--- config.mk ---
export PLATFORM = sky130hd
export DESIGN_NAME = acc_alu_unit
export DESIGN_NICKNAME = d
export VERILOG_FILES = /design/src/rtl/acc_alu_pkg.sv /design/src/rtl/acc_alu_seq.sv /design/src/rtl/acc_alu_core.sv /design/src/rtl/acc_alu_unit.sv
export SDC_FILE = /design/constraint.sdc
export NUM_CORES = 1
export LEC_CHECK = 0
export ABC_AREA = 1
export CAP_MARGIN = 0
export CORE_MARGIN = 2
export CORE_UTILIZATION = 54
export CTS_CLUSTER_SIZE = 28
export DETAILED_ROUTE_END_ITERATION = 6
export PLACE_DENSITY = 0.89
export SYNTH_ARGS = -nofsm -noshare
export SYNTH_HDL_FRONTEND = slang
export SYNTH_SLANG_ARGS = --single-unit
--- constraint.sdc ---
create_clock -name clk -period 3.4 [get_ports clk]
set_clock_uncertainty 0.15 [all_clocks]
set_input_delay 0.68 -clock clk [delete_from_list [all_inputs] [get_ports clk]]
set_output_delay 0.68 -clock clk [all_outputs]
set_load 0.02 [all_outputs]
--- src/rtl/acc_alu_pkg.sv ---
package acc_alu_pkg;
    localparam int FLAG_W  = 8;
    localparam int FL_SIGN = 7;
    localparam int FL_ZERO = 6;
    localparam int FL_HALF = 4;
    localparam int FL_PAR  = 2;
    localparam int FL_CY   = 0;

    typedef enum logic [3:0] {
        OP_ADD = 4'd0,
        OP_ADC = 4'd1,
        OP_SUB = 4'd2,
        OP_SBB = 4'd3,
        OP_AND = 4'd4,
        OP_OR  = 4'd5,
        OP_XOR = 4'd6,
        OP_CMA = 4'd7,
        OP_CMP = 4'd8,
        OP_INC = 4'd9,
        OP_DEC = 4'd10,
        OP_RLC = 4'd11,
        OP_RRC = 4'd12,
        OP_NA0 = 4'd13,
        OP_NA1 = 4'd14,
        OP_NA2 = 4'd15
    } alu_op_t;

    typedef enum logic {
        ST_READY = 1'b0,
        ST_APPLY = 1'b1
    } alu_state_t;
endpackage

--- src/rtl/acc_alu_seq.sv ---
module acc_alu_seq
    import acc_alu_pkg::*;
#(
    parameter int DW = 8
) (
    input  logic          clk,
    input  logic          rst_n,
    input  logic          exec_strobe,
    input  logic [3:0]    op_sel,
    input  logic [DW-1:0] operand,
    input  logic          carry_in,
    output alu_op_t       op_q,
    output logic [DW-1:0] opd_q,
    output logic          cin_q,
    output logic          commit
);
    alu_state_t state, state_nx;

    always_comb begin
        state_nx = state;
        unique case (state)
            ST_READY: if (exec_strobe) state_nx = ST_APPLY; // ACCEPT
            ST_APPLY: state_nx = ST_READY;                   // COMMIT
            default:  state_nx = ST_READY;
        endcase
    end

    always_ff @(posedge clk or negedge rst_n) begin
        if (!rst_n) state <= ST_READY;
        else        state <= state_nx;
    end

    always_ff @(posedge clk or negedge rst_n) begin
        if (!rst_n) begin
            op_q  <= OP_NA0;
            opd_q <= '0;
            cin_q <= 1'b0;
        end else if (state == ST_READY && exec_strobe) begin
            op_q  <= alu_op_t'(op_sel);
            opd_q <= operand;
            cin_q <= carry_in;
        end
    end

    assign commit = (state == ST_APPLY);

    p_apply_once_r10: assert property (@(posedge clk) disable iff (!rst_n)
        (state == ST_APPLY) |=> (state == ST_READY));
endmodule

--- src/rtl/acc_alu_core.sv ---
module acc_alu_core
    import acc_alu_pkg::*;
#(
    parameter int DW = 8
) (
    input  alu_op_t           op,
    input  logic [DW-1:0]     acc,
    input  logic [DW-1:0]     opd,
    input  logic              cin,
    input  logic [FLAG_W-1:0] fl_in,
    output logic [DW-1:0]     res,
    output logic              wr_acc,
    output logic [FLAG_W-1:0] fl_out
);
    localparam int H = DW / 2;

    logic [DW:0]  wide;
    logic [H:0]   nib;
    logic [DW-1:0] tmp;
    logic         cbit;

    function automatic logic [FLAG_W-1:0] pack(input logic [DW-1:0] r,
                                               input logic hc, input logic cy);
        logic [FLAG_W-1:0] f;
        f = '0;
        f[FL_SIGN] = r[DW-1];
        f[FL_ZERO] = (r == '0);
        f[FL_HALF] = hc;
        f[FL_PAR]  = ~^r;
        f[FL_CY]   = cy;
        return f;
    endfunction

    always_comb begin
        res    = acc;
        wr_acc = 1'b0;
        fl_out = fl_in;
        wide   = '0;
        nib    = '0;
        tmp    = '0;
        cbit   = 1'b0;
        unique case (op)
            OP_ADD, OP_ADC: begin
                cbit   = (op == OP_ADC) ? cin : 1'b0;
                wide   = {1'b0, acc} + {1'b0, opd} + {{DW{1'b0}}, cbit};
                nib    = {1'b0, acc[H-1:0]} + {1'b0, opd[H-1:0]} + {{H{1'b0}}, cbit};
                res    = wide[DW-1:0];
                wr_acc = 1'b1;
                fl_out = pack(wide[DW-1:0], nib[H], wide[DW]);
            end
            OP_SUB, OP_SBB, OP_CMP: begin
                cbit   = (op == OP_SBB) ? cin : 1'b0;
                wide   = {1'b0, acc} - {1'b0, opd} - {{DW{1'b0}}, cbit};
                nib    = {1'b0, acc[H-1:0]} - {1'b0, opd[H-1:0]} - {{H{1'b0}}, cbit};
                res    = (op == OP_CMP) ? acc : wide[DW-1:0];
                wr_acc = (op != OP_CMP);
                fl_out = pack(wide[DW-1:0], nib[H], wide[DW]);
            end
            OP_AND, OP_OR, OP_XOR: begin
                tmp    = (op == OP_AND) ? (acc & opd) :
                         (op == OP_OR)  ? (acc | opd) : (acc ^ opd);
                res    = tmp;
                wr_acc = 1'b1;
                fl_out = pack(tmp, 1'b0, 1'b0);
            end
            OP_CMA: begin
                res    = ~acc;
                wr_acc = 1'b1;
            end
            OP_INC, OP_DEC: begin
                tmp    = (op == OP_INC) ? (opd + 1'b1) : (opd - 1'b1);
                cbit   = (op == OP_INC) ? (opd[H-1:0] == {H{1'b1}})
                                        : (opd[H-1:0] == {H{1'b0}});
                res    = tmp;
                wr_acc = 1'b1;
                fl_out = pack(tmp, cbit, fl_in[FL_CY]);
            end
            OP_RLC: begin
                res    = {acc[DW-2:0], cin};
                wr_acc = 1'b1;
                fl_out[FL_CY] = acc[DW-1];
            end
            OP_RRC: begin
                res    = {cin, acc[DW-1:1]};
                wr_acc = 1'b1;
                fl_out[FL_CY] = acc[0];
            end
            default: begin
                res    = acc;
                wr_acc = 1'b0;
            end
        endcase
    end
endmodule

--- src/rtl/acc_alu_unit.sv ---
module acc_alu_unit
    import acc_alu_pkg::*;
#(
    parameter int DW = 8
) (
    input  logic          clk,
    input  logic          rst_n,
    input  logic          exec_strobe,
    input  logic [3:0]    op_sel,
    input  logic [DW-1:0] operand,
    input  logic          carry_in,
    output logic [DW-1:0] acc_out,
    output logic [7:0]    flags_out
);
    alu_op_t           op_q;
    logic [DW-1:0]     opd_q;
    logic              cin_q;
    logic              commit;
    logic [DW-1:0]     acc_q;
    logic [FLAG_W-1:0] flag_q;
    logic [DW-1:0]     res;
    logic              wr_acc;
    logic [FLAG_W-1:0] fl_nx;

    acc_alu_seq #(.DW(DW)) u_seq (
        .clk(clk), .rst_n(rst_n), .exec_strobe(exec_strobe),
        .op_sel(op_sel), .operand(operand), .carry_in(carry_in),
        .op_q(op_q), .opd_q(opd_q), .cin_q(cin_q), .commit(commit)
    );

    acc_alu_core #(.DW(DW)) u_core (
        .op(op_q), .acc(acc_q), .opd(opd_q), .cin(cin_q), .fl_in(flag_q),
        .res(res), .wr_acc(wr_acc), .fl_out(fl_nx)
    );

    always_ff @(posedge clk or negedge rst_n) begin
        if (!rst_n) begin
            acc_q  <= '0;
            flag_q <= '0;
        end else if (commit) begin
            if (wr_acc) acc_q <= res;
            flag_q <= fl_nx;
        end
    end

    assign acc_out   = acc_q;
    assign flags_out = flag_q;

    p_unused_zero_r2: assert property (@(posedge clk) disable iff (!rst_n)
        (flag_q[5] == 1'b0 && flag_q[3] == 1'b0 && flag_q[1] == 1'b0));

    p_idle_hold_r10: assert property (@(posedge clk) disable iff (!rst_n)
        !commit |=> ($stable(acc_q) && $stable(flag_q)));

    p_cmp_keeps_acc_r6: assert property (@(posedge clk) disable iff (!rst_n)
        (commit && op_q == OP_CMP) |=> $stable(acc_q));

    p_logic_clears_cy_r5: assert property (@(posedge clk) disable iff (!rst_n)
        (commit && (op_q == OP_AND || op_q == OP_OR || op_q == OP_XOR))
        |=> (!flag_q[FL_CY] && !flag_q[FL_HALF]));

    p_cma_keeps_flags_r7: assert property (@(posedge clk) disable iff (!rst_n)
        (commit && op_q == OP_CMA) |=> $stable(flag_q));

    p_incdec_keeps_cy_r8: assert property (@(posedge clk) disable iff (!rst_n)
        (commit && (op_q == OP_INC || op_q == OP_DEC)) |=> $stable(flag_q[FL_CY]));
endmodule

==> results.cfg <==
[final_layout]
antenna_cells = 0
final_cell_mix = 167 x nand2_1, 83 x inv_1, 49 x ha_1
final_nets = 699
post-route-util_pct = 65.6
syn2layout_area_growth_pct = 19.2
final_common_cell = nand2_1
layout-drive-gt1-share_pct = 14.1
n_fill_cell = 623

[pwr]
ir_worst_vdd_v = 0.000501
p_leak_nw = 2.34
powerDensity_mw_per_mm2 = 1040

[grt]
grt_antenna_before_repair = 0
grt_pass1_vias = 3968
grt_usage_pct = 33.9
grt_overflow_total = 0
grt_max_degree = 28
grt_first_pass_wirelength_microns = 19500

[clocking]
cts_sinks = 27
cts_root_buffer = clkbuf_8
cts_htree_levels = 1
cts_buffers = 3
clkTransAtPathRegs_ps = 110
cts_tree = yes
clock_latency_ps = 290
hold_buffers = 0
ctsLongestPathBuffers = 2

[routing]
vias = 4039
wire_per_inst_microns = 17.2
drt-initial-drc-count = 315
antenna_left = 0
dr.pass1.iters = 7
drc = 1
wl_microns = 12100
vias_per_cell = 5.73

[critical_path]
worst-path-max-fanout = 2
cp-end-kind = flop
critPathBufInv = 9
start_kind = flop
cp_data_arrival_time_ps = 3590
cp.required_ps = 3440
cpPeakStageDelay_ps = 570
reg2reg_depth = 24
cp_top_family = buffers and inverters
cp.depth = 24
crit_slowest_cell = dfstp_2
cpMostUsedCell = buf_4
critPathKind = reg -> reg
crit_chain = nand2_4, inv_2, nand3_2, fa_1, inv_1, ha_2, inv_2, nand2_2, fa_2, nor2_4, nor2_2, nor2_2, o21bai_1, nand2_1, buf_4, buf_4, buf_4, buf_4, buf_4, buf_4, nand3_1, nand3_1, nand2_1, nand2_1

[sta]
setup_viol_count_final = 2
drv_slew = 0
fmax_ghz = 0.281
layout_setup_ws_ps = -156
finalHoldViolations = 0
period_needed_ps = 3560
worstMarginPinSlew_ps = 682
hold-worst-slack_ps = 354
finalCritPeriodShare_pct = 105
relSlewSlack_pct = 54.4
setup_tns_ps = -284
rsz0062_at_grt = true

[synthesis]
synth_seq_area_share_pct = 18.4
yosys_register_bits = 27
netlist_area_sq_mm = 0.00370
ys_warn_count = 0
post_synth.cell_area_avg_sq_um = 6.51
ys_types = 37
syn_inst = 568

[hold_path]
min_path_cells = 2
hold_path_class = reg -> reg

[floorplan]
chipHeight_microns = 86.7
die_area_sq_mm = 0.00752
die_w_microns = 86.7
rows = 30
core-area_sq_mm = 0.00672
pin_count = 32
start_util_pct = 55.0

[placement]
gp_congestion = 1.10
dp_hpwl_microns = 9850
port_buffers = 28
pre_cts_slack_ps = -328

[run_status]
status = finished with violations
violations = DRC, setup timing

[job]
maxCapViolCount = 0
[Yosys cell counts, drive strengths merged]
cell type	number	share of area, %
nand2	177	18
inv	92	9.3
ha	52	18
nand3	48	6.8
nor2	34	3.9
o21ai	30	4.4
a21oi	25	3.5
dfrtp	24	16
nand4	13	2.2
o211ai	10	2.4
xnor2	10	2.4
buf	9	1.9
xor2	8	1.9
o22ai	6	1.0
fa	5	2.7
nor3	4	0.54
o21bai	4	0.81
or2	4	0.68
dfstp	3	2.1
and2	2	0.34
clkbuf	2	0.20
nand3b	2	0.41
a31oi	1	0.17
clkinv	1	0.10
conb	1	0.10
o21a	1	0.20
[state kept, by name (all words and copies together), names as in the netlist]
signal        count
acc_out           8
u_seq.opd_q       8
flags_out         5
u_seq.op_q        4
u_seq.cin_q       1
u_seq.commit      1
[final cells by class]
cell class	count	area, sq um	share of cell area (%)
multi-input cells	439	2700	61.2
repair buffers	62	536	12.2
inverters	93	349	7.92
clock buffers	4	45.0	1.02
flip-flops and latches	27	679	15.4
well taps	80	100	2.27
[final timing paths]
path,slack [ps],from,endpoint
worst min register to register,350,flags_out[6]$_DFFE_PN0P_,flags_out[6]$_DFFE_PN0P_
worst max-delay path,-160,u_seq.op_q[0]$_DFFE_PN1P_,acc_out[6]$_DFFE_PN0P_
min in group asynchronous,610,rst_n,u_seq.opd_q[6]$_DFFE_PN0P_
max in group asynchronous,2160,rst_n,u_seq.op_q[3]$_DFFE_PN1P_
worst max register to register,-160,u_seq.op_q[0]$_DFFE_PN1P_,acc_out[6]$_DFFE_PN0P_
worst min-delay path,350,flags_out[6]$_DFFE_PN0P_,flags_out[6]$_DFFE_PN0P_
[kinds of logic (layout without fill, tap and decap cells)]
family	Yosys count	count (layout)	synth area share [%]
AOI/OAI and AO/OA	77	77	12.5
xor gates and xnor gates	18	18	4.27
adders and majority gates	57	57	20.3
buffers and inverters	104	159	11.5
DFF	27	27	18.4
other	1	3	0.101
and+or+nand+nor	284	284	32.9
[metal layers]
layer	vias up	global-route usage [%]	part of all wire, %
met1	1856	43.6	42
met4	0	13.1	3.9
met2	201	57.2	46
met3	44	4.86	7.7
met5	-	0	0
li1	1938	-	-
[power by group]
part	total [mW]	switching (mW)	internal [mW]
Sequential	0.521	0.105	0.416
Clock	0.201	0.116	0.0845
Combinational	3.84	2.14	1.70
[what timing repair did]
action / 4_1_cts / 5_1_grt
buffers inserted: 7 / 3
endpoints found under the setup margin: 2 / 3
pin swaps: 6 / 6
resized for setup: 10 / 8
[worst reg2reg max path, stage by stage (launching register included)]
cell,delay (ps)
dfstp_2,570
nand2_4,50
inv_2,50
nand3_2,80
fa_1,470
inv_1,70
ha_2,160
inv_2,30
nand2_2,60
fa_2,230
nor2_4,50
nor2_2,130
nor2_2,50
o21bai_1,130
nand2_1,110
buf_4,150
buf_4,120
buf_4,120
buf_4,120
buf_4,120
buf_4,120
nand3_1,90
nand3_1,90
nand2_1,80
nand2_1,60
[per-stage QoR]
step           power, mW  cell area (sq um)  cells
2_1_floorplan       2.91               3730    570
3_3_place_gp        3.75               4210    691
3_5_place_dp        3.85               4210    691
4_1_cts             4.39               4370    702
5_1_grt             4.97               4410    705
6_report            4.56               4410    705
(Power assumes the default switching activity.)
